File: src/rtl/qr_seq_pkg.sv
package qr_seq_pkg;

   // Bit width of a countdown that is loaded with len-1.
   function automatic int tmr_width(input int len);
      int w;
      w = $clog2(len);
      return (w < 1) ? 1 : w;
   endfunction

endpackage

File: src/rtl/qr_down_timer.sv
module qr_down_timer #(
   parameter int LEN = 8
) (
   input  logic clk,
   input  logic rst_n,
   input  logic start,
   output logic done
);
   localparam int W = qr_seq_pkg::tmr_width(LEN);
   localparam logic [W-1:0] LOAD = W'(LEN - 1);

   if (LEN < 1) begin : g_bad_len
      $error("qr_down_timer: LEN must be at least 1");
   end

   logic [W-1:0] cnt_q;

   always_ff @(posedge clk or negedge rst_n) begin
      if (!rst_n)              cnt_q <= '0;
      else if (start)          cnt_q <= LOAD;
      else if (cnt_q != '0)    cnt_q <= cnt_q - 1'b1;
   end

   assign done = (cnt_q == '0);
endmodule

File: src/rtl/qr_demag_edge.sv
module qr_demag_edge #(
   parameter int STAGES = 2
) (
   input  logic clk,
   input  logic rst_n,
   input  logic din,
   output logic fall
);
   logic level;
   logic prev_q;

   if (STAGES == 0) begin : g_direct
      assign level = din;
   end else begin : g_sync
      logic [STAGES-1:0] chain_q;
      always_ff @(posedge clk or negedge rst_n) begin
         if (!rst_n) chain_q <= '0;
         else        chain_q <= {chain_q[STAGES-2+((STAGES>1)?0:1):0], din} ;
      end
      assign level = chain_q[STAGES-1];
   end

   always_ff @(posedge clk or negedge rst_n) begin
      if (!rst_n) prev_q <= 1'b0;
      else        prev_q <= level;
   end

   assign fall = prev_q & ~level;
endmodule

File: src/rtl/qr_gate_sequencer.sv
module qr_gate_sequencer #(
   parameter int SYNC_STAGES = 2,
   parameter int PERIOD_CYC  = 16,
   parameter int BLANK_CYC   = 6,
   parameter int TIMEOUT_CYC = 24,
   parameter int LEB_CYC     = 3,
   parameter int MAXON_CYC   = 40,
   parameter int OVP_DLY_CYC = 8
) (
   input  logic clk,
   input  logic rst_n,
   input  logic demag_in,
   input  logic cs_trip,
   input  logic skip_hold,
   input  logic fault_clr,
   input  logic ovp_cmp,
   output logic gate,
   output logic maxon_fault,
   output logic ovp_strobe,
   output logic ovp_fault
);
   localparam int OVP_LEN = OVP_DLY_CYC + 1;

   if (SYNC_STAGES < 0 || SYNC_STAGES > 4) begin : g_bad_sync
      $error("qr_gate_sequencer: SYNC_STAGES must be 0..4");
   end
   if (LEB_CYC >= MAXON_CYC) begin : g_bad_leb
      $error("qr_gate_sequencer: LEB_CYC must be below MAXON_CYC");
   end

   logic gate_q, maxon_q, ovp_q, ovp_done_q;
   logic demag_fall, valid_fall;
   logic period_ok, blank_ok, tmo_ok, leb_ok, maxon_hit, ovp_done;
   logic turn_on, turn_off;

   qr_demag_edge #(.STAGES(SYNC_STAGES)) u_edge (
      .clk(clk), .rst_n(rst_n), .din(demag_in), .fall(demag_fall));

   // Timers started at turn-on
   qr_down_timer #(.LEN(PERIOD_CYC)) u_period (
      .clk(clk), .rst_n(rst_n), .start(turn_on), .done(period_ok));
   qr_down_timer #(.LEN(LEB_CYC)) u_leb (
      .clk(clk), .rst_n(rst_n), .start(turn_on), .done(leb_ok));
   qr_down_timer #(.LEN(MAXON_CYC)) u_maxon (
      .clk(clk), .rst_n(rst_n), .start(turn_on), .done(maxon_hit));

   // Timers started at turn-off
   qr_down_timer #(.LEN(BLANK_CYC)) u_blank (
      .clk(clk), .rst_n(rst_n), .start(turn_off), .done(blank_ok));
   qr_down_timer #(.LEN(TIMEOUT_CYC)) u_tmo (
      .clk(clk), .rst_n(rst_n), .start(turn_off | valid_fall), .done(tmo_ok));
   qr_down_timer #(.LEN(OVP_LEN)) u_ovp (
      .clk(clk), .rst_n(rst_n), .start(turn_off), .done(ovp_done));

   assign valid_fall = demag_fall & ~gate_q & blank_ok;

   assign turn_off = gate_q & (fault_clr | maxon_hit | (leb_ok & cs_trip));

   assign turn_on  = ~gate_q & ~fault_clr & ~skip_hold & ~maxon_q & ~ovp_q
                   & period_ok & blank_ok & (valid_fall | tmo_ok);

   assign ovp_strobe = ovp_done & ~ovp_done_q;

   always_ff @(posedge clk or negedge rst_n) begin
      if (!rst_n) begin
         gate_q     <= 1'b0;
         maxon_q    <= 1'b0;
         ovp_q      <= 1'b0;
         ovp_done_q <= 1'b1;
      end else begin
         ovp_done_q <= ovp_done;
         if (turn_on)       gate_q <= 1'b1;
         else if (turn_off) gate_q <= 1'b0;
         if (fault_clr)                 maxon_q <= 1'b0;
         else if (gate_q && maxon_hit)  maxon_q <= 1'b1;
         if (ovp_strobe && ovp_cmp)     ovp_q <= 1'b1;
      end
   end

   assign gate        = gate_q;
   assign maxon_fault = maxon_q;
   assign ovp_fault   = ovp_q;
endmodule

File: config.mk
export PLATFORM = sky130hd
export DESIGN_NAME = qr_gate_sequencer
export DESIGN_NICKNAME = d
export VERILOG_FILES = /design/src/rtl/qr_seq_pkg.sv /design/src/rtl/qr_down_timer.sv /design/src/rtl/qr_demag_edge.sv /design/src/rtl/qr_gate_sequencer.sv
export SDC_FILE = /design/constraint.sdc
export NUM_CORES = 1
export LEC_CHECK = 0
export BUFFER_PORTS_ARGS = -buffer_cell sky130_fd_sc_hd__buf_4
export CORE_ASPECT_RATIO = 0.9
export CORE_MARGIN = 5
export CORE_UTILIZATION = 53
export CTS_CLUSTER_SIZE = 28
export DETAILED_ROUTE_END_ITERATION = 7
export GPL_ROUTABILITY_DRIVEN = 0
export GPL_TIMING_DRIVEN = 1
export HOLD_SLACK_MARGIN = 0.12
export PLACE_DENSITY_LB_ADDON = 0.3
export SLEW_MARGIN = 20
export SYNTH_ARGS = -nofsm -noshare
export SYNTH_HDL_FRONTEND = slang
export SYNTH_HIERARCHICAL = 1
export SYNTH_SLANG_ARGS = --single-unit
File: constraint.sdc
create_clock -name clk -period 2.2 [get_ports clk]
set_clock_uncertainty 0.1 [all_clocks]
set_input_delay 0.33 -clock clk [delete_from_list [all_inputs] [get_ports clk]]
set_output_delay 0.33 -clock clk [all_outputs]
set_load 0.005 [all_outputs]
# Yosys cells after proc, flatten, opt, wreduce, memory -nomap -nowiden
# Cells that the tools add are included.
[word_totals] regBits=31 output_inout_bits=4 elab_cells=80
[classes] n_addsub=6 n_mux=16 n_bitwise=24 n_reduce_logical=22
[ops] op="$reduce_bool A2 Y1" count=9
[ops] op="$mux W4" count=4
[ops] op="$and A1 B1 Y1" count=13
[ops] op="$mux W6" count=2
[ops] op="$mux W5" count=2
[ops] op="$logic_not A4 Y1" count=2
[ops] op="$reduce_bool A4 Y1" count=2
[ops] op="$sub A4 B1 Y4 const B" count=2
[ops] op="$not A1 Y1" count=7
[ops] op="$logic_not A6 Y1" count=1
[ops] op="$mux W3" count=2
[ops] op="$reduce_bool A6 Y1" count=1
[ops] op="$sub A6 B1 Y6 const B" count=1
[ops] op="$logic_not A5 Y1" count=1
[ops] op="$reduce_bool A5 Y1" count=1
[ops] op="$sub A5 B1 Y5 const B" count=1
[ops] op="$mux W1" count=4
[ops] op="$mux W2" count=2
[ops] op="$or A1 B1 Y1" count=4
[ops] op="$logic_not A3 Y1" count=1
[ops] op="$reduce_bool A3 Y1" count=1
[ops] op="$sub A3 B1 Y3 const B" count=1
[ops] op="$logic_and A1 B1 Y1" count=2
[ops] op="$logic_not A2 Y1" count=1
[ops] op="$sub A2 B1 Y2 const B" count=1

# Logic depth before layout (Yosys ltp)
# Gate-level depths: netlist (run 1).
[depth] ltp_word=9 depth_mapped=8

# Modules after synthesis
# The synthesis (run 1) kept the hierarchy.
[modules_own_cells] mod="qr_down_timer (u_maxon)" instances=1 cells_per_inst=34 area_each_um2=342.8
[modules_own_cells] mod="qr_down_timer (u_tmo)" instances=1 cells_per_inst=24 area_each_um2=261.5
[modules_own_cells] mod="qr_down_timer (u_period)" instances=1 cells_per_inst=21 area_each_um2=220.2
[modules_own_cells] mod="qr_down_timer (u_ovp)" instances=1 cells_per_inst=21 area_each_um2=219.0
[modules_own_cells] mod="qr_gate_sequencer" instances=1 cells_per_inst=18 area_each_um2=196.4
[modules_own_cells] mod="qr_down_timer (u_blank)" instances=1 cells_per_inst=16 area_each_um2=173.9
[modules_own_cells] mod="qr_down_timer (u_leb)" instances=1 cells_per_inst=9 area_each_um2=95.1
[modules_own_cells] mod="qr_demag_edge" instances=1 cells_per_inst=4 area_each_um2=88.8

# Least setup slack after synthesis (run 1)
# Ideal clock, no wire load.
[synth_path] path_type="register to register" startpoint="register u_period.cnt_q[0]" endpoint="register u_maxon.cnt_q[3]" setup_time_ns=0.137 arrival_ns=1.902 t_required_ns=1.963 path_slack_ns=0.061 stages_incl_launch_ff=9 n_path_buf=1 synth_period_minus_slack_ns=2.139 cell_sequence="dfrtp_1 > inv_1 > ha_1 > nor3b_2 > nor3b_1 > and3_1 > clkbuf_1 > or3_1 > o21ai_0"
[synth_between] elab_chain_cells=5 elab_cells_between_ends=6
[synth_lines] item="from (decl)" line="qr_down_timer.sv:16" rtl="logic [W-1:0] cnt_q;"
[synth_lines] item="from (signal assigned)" line="qr_down_timer.sv:21" rtl="else if (cnt_q != '0) cnt_q <= cnt_q - 1'b1;"
[synth_lines] item="$logic_not A4 Y1 *" line="qr_down_timer.sv:24" rtl="assign done = (cnt_q == '0);"
[synth_lines] item="named net period_ok" line="qr_gate_sequencer.sv:33" rtl="logic period_ok, blank_ok, tmo_ok, leb_ok, maxon_hit, ovp_done;"
[synth_lines] item="$and A1 B1 Y1 * (3 in a row)" line="qr_gate_sequencer.sv:60" rtl="& period_ok & blank_ok & (valid_fall | tmo_ok);"
[synth_lines] item="named net turn_on" line="qr_gate_sequencer.sv:34" rtl="logic turn_on, turn_off;"
[synth_lines] item="$mux W6 or $reduce_bool A2 Y1 (tied branches)"
[synth_lines] item="to (signal assigned)" line="qr_down_timer.sv:21"
[synth_lines] item="to (decl)" line="qr_down_timer.sv:16"
# Mark *: on every way through the listed nets, which the timed path passes. The rest lies on a longest branch.
# A chain may end at the register's enable or synchronous reset.

# Worst setup path in the final report (run 1)
[layout_path] startpoint="register u_tmo.cnt_q[0]" endpoint="register u_maxon.cnt_q[3]"
[layout_between] elab_chain_cells=4 elab_cells_between_ends=5
[layout_lines] item="from (decl)" line="qr_down_timer.sv:16"
[layout_lines] item="from (signal assigned)" line="qr_down_timer.sv:21"
[layout_lines] item="$logic_not A5 Y1 *" line="qr_down_timer.sv:24"
[layout_lines] item="named net tmo_ok" line="qr_gate_sequencer.sv:33"
[layout_lines] item="$or A1 B1 Y1 *" line="qr_gate_sequencer.sv:60"
[layout_lines] item="$and A1 B1 Y1 *" line="qr_gate_sequencer.sv:60"
[layout_lines] item="named net turn_on" line="qr_gate_sequencer.sv:34"
[layout_lines] item="$mux W6 or $reduce_bool A2 Y1 (tied branches)"
# Marks and branches as above.

==> flow_metrics.py, run 1 <==
metrics = {
    "status": {
        "run_status": "finished clean",
    },
    "critical_path": {
        "cp.required_ns": 2.33,
        "crit_type": "flip-flop to flip-flop",
        "timing.critical_path.fanout_max": 5,
        "r2r_cells": 7,
        "crit_start_category": "flip-flop",
        "worstReg2RegStart": "u_tmo/cnt_q[0]$_DFFE_PN0P_",
        "worstReg2RegEnd": "u_maxon/cnt_q[3]$_DFFE_PN0P_",
        "startpoint": "u_tmo/cnt_q[0]$_DFFE_PN0P_",
        "worstSetupEndpointType": "flip-flop",
        "setup.worst_path.end": "u_maxon/cnt_q[3]$_DFFE_PN0P_",
        "critical_path_arrival_ns": 2.18,
        "rrSetupSlack_ns": 0.15,
    },
    "clock_tree": {
        "cts-buffers-inserted": 5,
        "worst_skew_late_latency_ns": 0.33,
        "numClockSinks": 31,
        "cts_post_setup_buffers_inserted": 0,
        "clk_transition_reported_paths_ns": 0.09,
        "cts.root.buffer_cell": "clkbuf_4",
        "ctsHtreeMaxLevel": 2,
        "tritoncts": "built",
        "cts-root-to-sink-buffers": 2,
    },
    "place": {
        "hpwlAfterDp_mm": 2.054,
        "numPortBuffers": 10,
        "post_dp_cell_area_um2": 1764,
    },
    "synth": {
        "yosys_register_bits": 31,
        "synth-edff-count": 0,
        "synth.distinct_cells": 38,
        "post_synth.cell_area_avg_um2": 10.87,
        "synth_seq_area_share": 0.4863,
        "postSynthNetCount": 163,
        "mappedNetlistArea_um2": 1598,
        "yosys_warnings": 6,
        "ys.flop_type": "dfrtp_1",
        "postSynth.asyncResetShare": 1.000,
        "netlist_instances": 147,
    },
    "floorplanning": {
        "die_height_um": 62.09,
        "floorplan.io_pins": 11,
        "floorplan.die_area_um2": 4214,
        "start_util": 0.5676,
        "dieWidth_um": 67.88,
        "fp.coreArea_um2": 2815,
        "num_rows": 18,
    },
    "drt": {
        "antenna_violating_nets_post_route": 0,
        "detail_route.wirelength_mm": 2.890,
        "drc_errors": 0,
        "drt-vias-per-instance": 5.280,
        "drt_iter0_drc": 26,
        "firstDrtPassIters": 4,
        "routedWlPerCell_um": 13.50,
        "vias": 1130,
    },
    "timing": {
        "report.final.setup_viol": 0,
        "fin_crit_ns": 2.050,
        "report.final.slew_viol_count": 0,
        "worst-slew-pin-transition_ns": 0.4063,
        "rsz_0062_raised_after_global_routing": "false",
        "setup_total_negative_slack_ns": 0,
        "final_period_util": 0.9320,
        "timing.final.hold_violations": 0,
        "clock.fmax_mhz": 487.7,
        "max_slew_margin": 0.7273,
    },
    "pwr": {
        "power.switching_w": 0.0009163,
        "clock_power_share": 0.128,
        "netSwitchingFraction": 0.3756,
        "powerDensity_nw_per_um2": 1308,
        "share_seq_of_total_power": 0.432,
        "p_int_w": 0.001523,
        "power.static_leakage_nw": 0.8857,
        "power.combinational.fraction": 0.440,
        "ir_worst_vdd_v": 0.0007532,
    },
    "finish": {
        "syn_to_final_growth_pct": 16.76,
        "design_area_um2": 1866,
        "finish.net_count": 189,
        "diodes": 0,
        "fill_cells": 215,
        "drive_gt1_frac": 0.1954,
    },
    "global_route": {
        "grt_pass1_vias": 1150,
        "antenna_found_initial": 0,
        "track_usage": 0.1720,
        "grt_first_pass_wirelength_mm": 5.216,
        "grt_overflow": 0,
        "grt_start_max_net_pins": 32,
    },
    "hold_path": {
        "worst_hold_path_type": "flip-flop to flip-flop",
    },
    "job": {
        "max-cap-violations": 0,
    },
}
-- power by group through the flow --
stage                     clock (W)  combinational, W  sequential, W
after floorplan                   0          0.000832        0.00100
after global placement            0          0.000989        0.00104
after detailed placement          0           0.00106        0.00105
after CTS                  0.000330           0.00108        0.00104
after global routing       0.000357           0.00123        0.00109
final                      0.000312           0.00107        0.00105
-- placed cells by master, fill, tap and decap left out, types with 4 or more instances in the layout --
cell,Yosys,final
dlygate4sd3_1,0,4
ha_1,9,9
a21oi_1,6,6
nor2_1,17,17
nor3_1,4,4
or3_1,5,5
a211o_1,6,6
clkbuf_4,0,5
buf_4,0,16
mux2i_1,6,6
dfrtp_1,30,30
inv_1,17,17
nor2b_1,6,6
-- routing by layer --
| metal | share of wire | vias up | wire, um | GRT usage |
|---|---|---|---|---|
| met5 | 0 | - | 0 | 0 |
| met4 | 0.0083 | 0 | 24 | 0.07082 |
| met3 | 0.048 | 4 | 140 | 0.07374 |
| met2 | 0.50 | 32 | 1458 | 0.2816 |
| met1 | 0.44 | 535 | 1266 | 0.2009 |
| li1 | - | 559 | - | - |
-- what timing repair did --
item                       in CTS  in global routing
hold buffers                    4                  0
gates resized for setup         0                  5
hold endpoints to repair       34                  0
setup endpoints to repair       0                  7
-- critical path: stages (launching register included) --
cell	delay [ns]
dfrtp_1	0.36
inv_1	0.07
ha_1	0.24
nor4b_4	0.16
or2_1	0.23
and3_2	0.22
or3_1	0.37
o21ai_0	0.19
-- how the worst min path moves through the flow --
stage / cells past startpoint / to / start
floorplan: 0 / gate$_DFFE_PN0P_ / rst_n
global placement: 1 / u_ovp/cnt_q[2]$_DFFE_PN0P_ / rst_n
detailed placement: 1 / u_ovp/cnt_q[2]$_DFFE_PN0P_ / rst_n
CTS: 0 / u_edge/g_sync.chain_q[1]$_DFF_PN0_ / u_edge/g_sync.chain_q[0]$_DFF_PN0_
global route: 0 / u_edge/g_sync.chain_q[1]$_DFF_PN0_ / u_edge/g_sync.chain_q[0]$_DFF_PN0_
finish: 0 / u_edge/g_sync.chain_q[1]$_DFF_PN0_ / u_edge/g_sync.chain_q[0]$_DFF_PN0_
-- state kept, by name (all words and copies together) (netlist names) --
name,cells
gate,1
maxon_fault,1
ovp_done_q,1
ovp_fault,1
u_blank/cnt_q,3
u_edge/g_sync.chain_q,2
u_edge/prev_q,1
u_leb/cnt_q,2
u_maxon/cnt_q,6
u_ovp/cnt_q,4
u_period/cnt_q,4
u_tmo/cnt_q,5
-- final cells by class --
class                      instances  area [um2]  share of cell area
clock inverter                     1       5.005            0.002683
multi-input combinational         98       764.5              0.4098
clock buffer                       7       45.04             0.02414
sequential                        31       777.0              0.4165
inverter                          17       63.81             0.03421
timing repair buffer              20       160.2             0.08585
tap                               40       50.05             0.02683
-- cell usage after synthesis (3+ instances only) --
master / instances / share of area
a211o_1: 6 / 0.033
a21oi_1: 6 / 0.019
dfrtp_1: 30 / 0.47
ha_1: 9 / 0.070
inv_1: 17 / 0.040
mux2i_1: 6 / 0.038
nand3b_1: 3 / 0.014
nor2_1: 17 / 0.040
nor2b_1: 6 / 0.023
nor3_1: 4 / 0.013
nor3b_1: 3 / 0.014
o31ai_1: 3 / 0.014
or3_1: 5 / 0.020
xnor2_1: 3 / 0.016
-- logic make-up after synthesis --
logic type | Yosys count | share of synthesized area
fa+ha+maj | 9 | 0.07048
simple gates | 56 | 0.2381
xor+xnor | 4 | 0.02193
compound gates | 23 | 0.1034
mux | 6 | 0.03759
buf+inv | 18 | 0.04228
flops | 31 | 0.4863
-- stage by stage --
stage | setup slack [ns] | utilization | instances | power [W] | hold WS, ns
6_report | 0.1495 | 0.6627 | 214 | 0.002440 | 0.2540
3_5_place_dp | 0.1292 | 0.6267 | 202 | 0.002114 | 0.1830
4_1_cts | 0.1188 | 0.6587 | 214 | 0.002452 | 0.2699
5_1_grt | 0.01986 | 0.6627 | 214 | 0.002673 | 0.2868
2_1_floorplan | 0.06098 | - | 147 | 0.001836 | -0.06559
3_3_place_gp | 0.2369 | 0.6267 | 202 | 0.002025 | 0.1810
No activity file was read; power rests on OpenSTA's default activity.
==> inputs of run 2 (changes only) <==
--- a/config.mk
+++ b/config.mk
@@ -5,12 +5,13 @@
 export SDC_FILE = /design/constraint.sdc
 export NUM_CORES = 1
 export LEC_CHECK = 0
-export BUFFER_PORTS_ARGS = -buffer_cell sky130_fd_sc_hd__buf_4
+export ABC_AREA = 1
 export CORE_ASPECT_RATIO = 0.9
 export CORE_MARGIN = 5
-export CORE_UTILIZATION = 53
+export CORE_UTILIZATION = 55
 export CTS_CLUSTER_SIZE = 28
 export DETAILED_ROUTE_END_ITERATION = 7
+export DONT_BUFFER_PORTS = 1
 export GPL_ROUTABILITY_DRIVEN = 0
 export GPL_TIMING_DRIVEN = 1
 export HOLD_SLACK_MARGIN = 0.12
==> run 2 against run 1 <==
Against the previous run: sequential power decreased by 4%; setup slack improved by 0.091 ns; synthesized cell count increased by 38%; hold slack got worse by 0.11 ns; core utilization decreased by 4.8 points; clock-buffer cell count unchanged; critical endpoint is now u_blank/cnt_q[1]$_DFFE_PN0P_.
==> flow_metrics.py, run 2 <==
metrics = {
    "pwr": {
        "powerDensity_nw_per_um2": 1349,
        "power.static_leakage_nw": 0.9948,
        "ir_worst_vdd_v": 0.0006510,
    },
    "timing": {
        "clock.fmax_mhz": 510.3,
        "timing.hold.ws_ns": 0.1472,
        "timing.final.hold_violations": 0,
        "worst-slew-pin-transition_ns": 0.3770,
        "setup_total_negative_slack_ns": 0,
        "report.final.setup_viol": 0,
        "fin_ws_ns": 0.2404,
        "max_slew_margin": 0.7478,
        "rsz_0062_raised_after_global_routing": "false",
        "final_period_util": 0.8907,
        "fin_crit_ns": 1.960,
        "report.final.slew_viol_count": 0,
    },
    "synth": {
        "yosys-top-cells-area": "dfrtp_1 45%, nand2_1 11%, inv_1 8.4%, nand3_1 6.9%, ha_1 6.8%",
        "synth-edff-count": 0,
        "synth_seq_area_share": 0.4673,
        "postSynth.asyncResetShare": 1.000,
        "synth.distinct_cells": 25,
        "yosys.area.top_type": "dfrtp_1",
        "mappedNetlistArea_um2": 1663,
        "postSynthNetCount": 219,
        "ys.flop_type": "dfrtp_1",
        "post_synth_most_frequent_cells": "47 x nand2_1, 37 x inv_1, 30 x dfrtp_1",
        "yosys_register_bits": 31,
        "post_synth.cell_area_avg_um2": 8.191,
        "synth_most_common_cell": "nand2_1",
        "netlist_instances": 203,
        "yosys_warnings": 6,
        "netlist.area_leader.share": 0.4515,
    },
    "hold_path": {
        "worst_hold_path_type": "input port to flip-flop",
        "hold-path-cell-count": 5,
        "hold_start": "fault_clr",
        "hold_end": "gate$_DFFE_PN0P_",
    },
    "clock_tree": {
        "cts-buffers-inserted": 5,
        "cts-root-to-sink-buffers": 2,
        "clk_transition_reported_paths_ns": 0.10,
        "cts_post_setup_buffers_inserted": 0,
        "ctsHtreeMaxLevel": 2,
        "numClockSinks": 31,
        "worst_skew_late_latency_ns": 0.32,
        "tritoncts": "built",
        "ctsResizeCount": 0,
        "cts.root.buffer_cell": "clkbuf_4",
    },
    "finish": {
        "biggestRegsByFlops": "u_maxon/cnt_q (6), u_tmo/cnt_q (5)",
        "syn_to_final_growth_pct": 9.782,
        "design_area_um2": 1826,
        "final_standard_cell_count_with_taps_included_and_fillers_excluded": 258,
        "diodes": 0,
        "commonest_cells_after_routing_fill_and_taps_aside": "47 x nand2_1, 37 x inv_1, 30 x dfrtp_1",
        "register_name_with_the_most_flops": "u_maxon/cnt_q",
        "finish.net_count": 231,
        "largest_reg_flops": 6,
        "drive_gt1_frac": 0.1481,
        "final_common_cell": "nand2_1",
    },
    "drt": {
        "drc_errors": 0,
        "vias": 1244,
        "routedWlPerCell_um": 10.56,
        "antenna_violating_nets_post_route": 0,
        "detail_route.wirelength_mm": 2.725,
        "firstDrtPassIters": 4,
        "drt-vias-per-instance": 4.822,
        "drt_iter0_drc": 84,
    },
    "critical_path": {
        "crit_start_category": "flip-flop",
        "worstReg2RegEnd": "u_blank/cnt_q[1]$_DFFE_PN0P_",
        "timing.critical_path.fanout_max": 7,
        "slowest_stage": "dfrtp_1",
        "crit_top_cell": "inv_1",
        "cp_slowest_stage_delay_ns": 0.40,
        "worstSetupEndpointType": "flip-flop",
        "critical_path_arrival_ns": 2.07,
        "cp.required_ns": 2.32,
        "crit_type": "flip-flop to flip-flop",
        "worstReg2RegStart": "u_maxon/cnt_q[0]$_DFFE_PN0P_",
        "cp_cell_sequence": "inv_1 > ha_1 > nand3_4 > clkinv_4 > nor2_1 > nand2_1 > inv_1 > nor2_1 > inv_1 > nand3_1 > nand2_1",
        "rrSetupSlack_ns": 0.24,
        "startpoint": "u_maxon/cnt_q[0]$_DFFE_PN0P_",
        "r2r_cells": 11,
    },
    "global_route": {
        "antenna_found_initial": 0,
        "grt_first_pass_wirelength_mm": 4.698,
        "grt_pass1_vias": 1145,
        "grt_start_max_net_pins": 32,
        "track_usage": 0.1463,
        "grt_overflow": 0,
    },
    "floorplanning": {
        "start_util": 0.5596,
        "fp.coreArea_um2": 2972,
        "num_rows": 19,
        "floorplan.io_pins": 11,
        "dieWidth_um": 67.96,
        "die_height_um": 62.17,
        "floorplan.die_area_um2": 4225,
    },
    "status": {
        "run_status": "finished clean",
    },
    "place": {
        "dp.cells": 245,
        "hpwlAfterDp_mm": 2.031,
        "post_dp_cell_area_um2": 1715,
        "preCtsSetupSlack_ns": 0.2596,
        "numPortBuffers": 0,
    },
    "job": {
        "max-cap-violations": 0,
    },
}
run 2: changes by cell type after synthesis, moves of 4 or more:
| cell | change |
|---|---|
| a21oi_1 | -5 |
| nand3_1 | +23 |
| inv_1 | +20 |
| inv_2 | +4 |
| mux2i_1 | -6 |
| nand2_1 | +45 |
| nor2b_1 | -6 |
| or3_1 | -5 |
| nor2_2 | +8 |
| a211o_1 | -6 |
run 2: cell type report:
cell class | instances | area (um2)
Fill cell | 241 | 1146
Clock inverter | 1 | 5.005
Inverter | 43 | 168.9
Multi-Input combinational cell | 129 | 716.9
Sequential cell | 31 | 777.0
Timing Repair Buffer | 5 | 60.06
Tap cell | 42 | 52.55
Clock buffer | 7 | 45.04
run 2: worst max-delay path: cells and delay by family (launching register included):
family                     cells  cell delay [ns]
and+or+nand+nor                6             0.67
adders and majority gates      1             0.23
DFF                            1             0.40
buffers and inverters          4             0.43
run 2: cell families after synthesis:
group,share of synthesized area
AND/OR/NAND/NOR,0.3183
buffers and inverters,0.1016
flip-flops,0.4673
adder cells (fa/ha/maj),0.06772
AO/OA/AOI/OAI,0.02407
XOR/XNOR,0.02107
run 2: worst max-delay path by stage:
stage,endpoint,slack (ns),cells past startpoint
finish,u_blank/cnt_q[1]$_DFFE_PN0P_,0.24,11
global route,u_blank/cnt_q[1]$_DFFE_PN0P_,0.05,11
CTS,u_blank/cnt_q[1]$_DFFE_PN0P_,0.25,11
detailed placement,u_blank/cnt_q[1]$_DFFE_PN0P_,0.26,11
global placement,u_ovp/cnt_q[0]$_DFFE_PN0P_,0.36,11
floorplan,u_blank/cnt_q[1]$_DFFE_PN0P_,0.49,11
run 2: repair_timing:
action / in CTS / in global routing
hold buffers: 5 / 0
hold endpoints to repair: 34 / 0
endpoints found under the setup margin: 0 / 0
run 2: stage by stage:
stage	total power (W)	utilization
floorplan	0.001937	-
global placement	0.002080	0.5773
detailed placement	0.002146	0.5773
CTS	0.002491	0.6143
global route	0.002719	0.6143
finish	0.002463	0.6143
run 2: power by group:
part / switching [W] / total [W] / internal (W)
combinational: 0.000681 / 0.00115 / 0.000467
clock: 0.000184 / 0.000309 / 0.000124
sequential: 0.000183 / 0.00101 / 0.000823
run 2: per-layer routing:
layer  track usage  vias up  wire length [um]
met5             0        -                 0
met4       0.06700        0                13
met3       0.04685        2               137
met2        0.2359       16              1366
met1        0.1730      580              1207
li1              -      646                 -
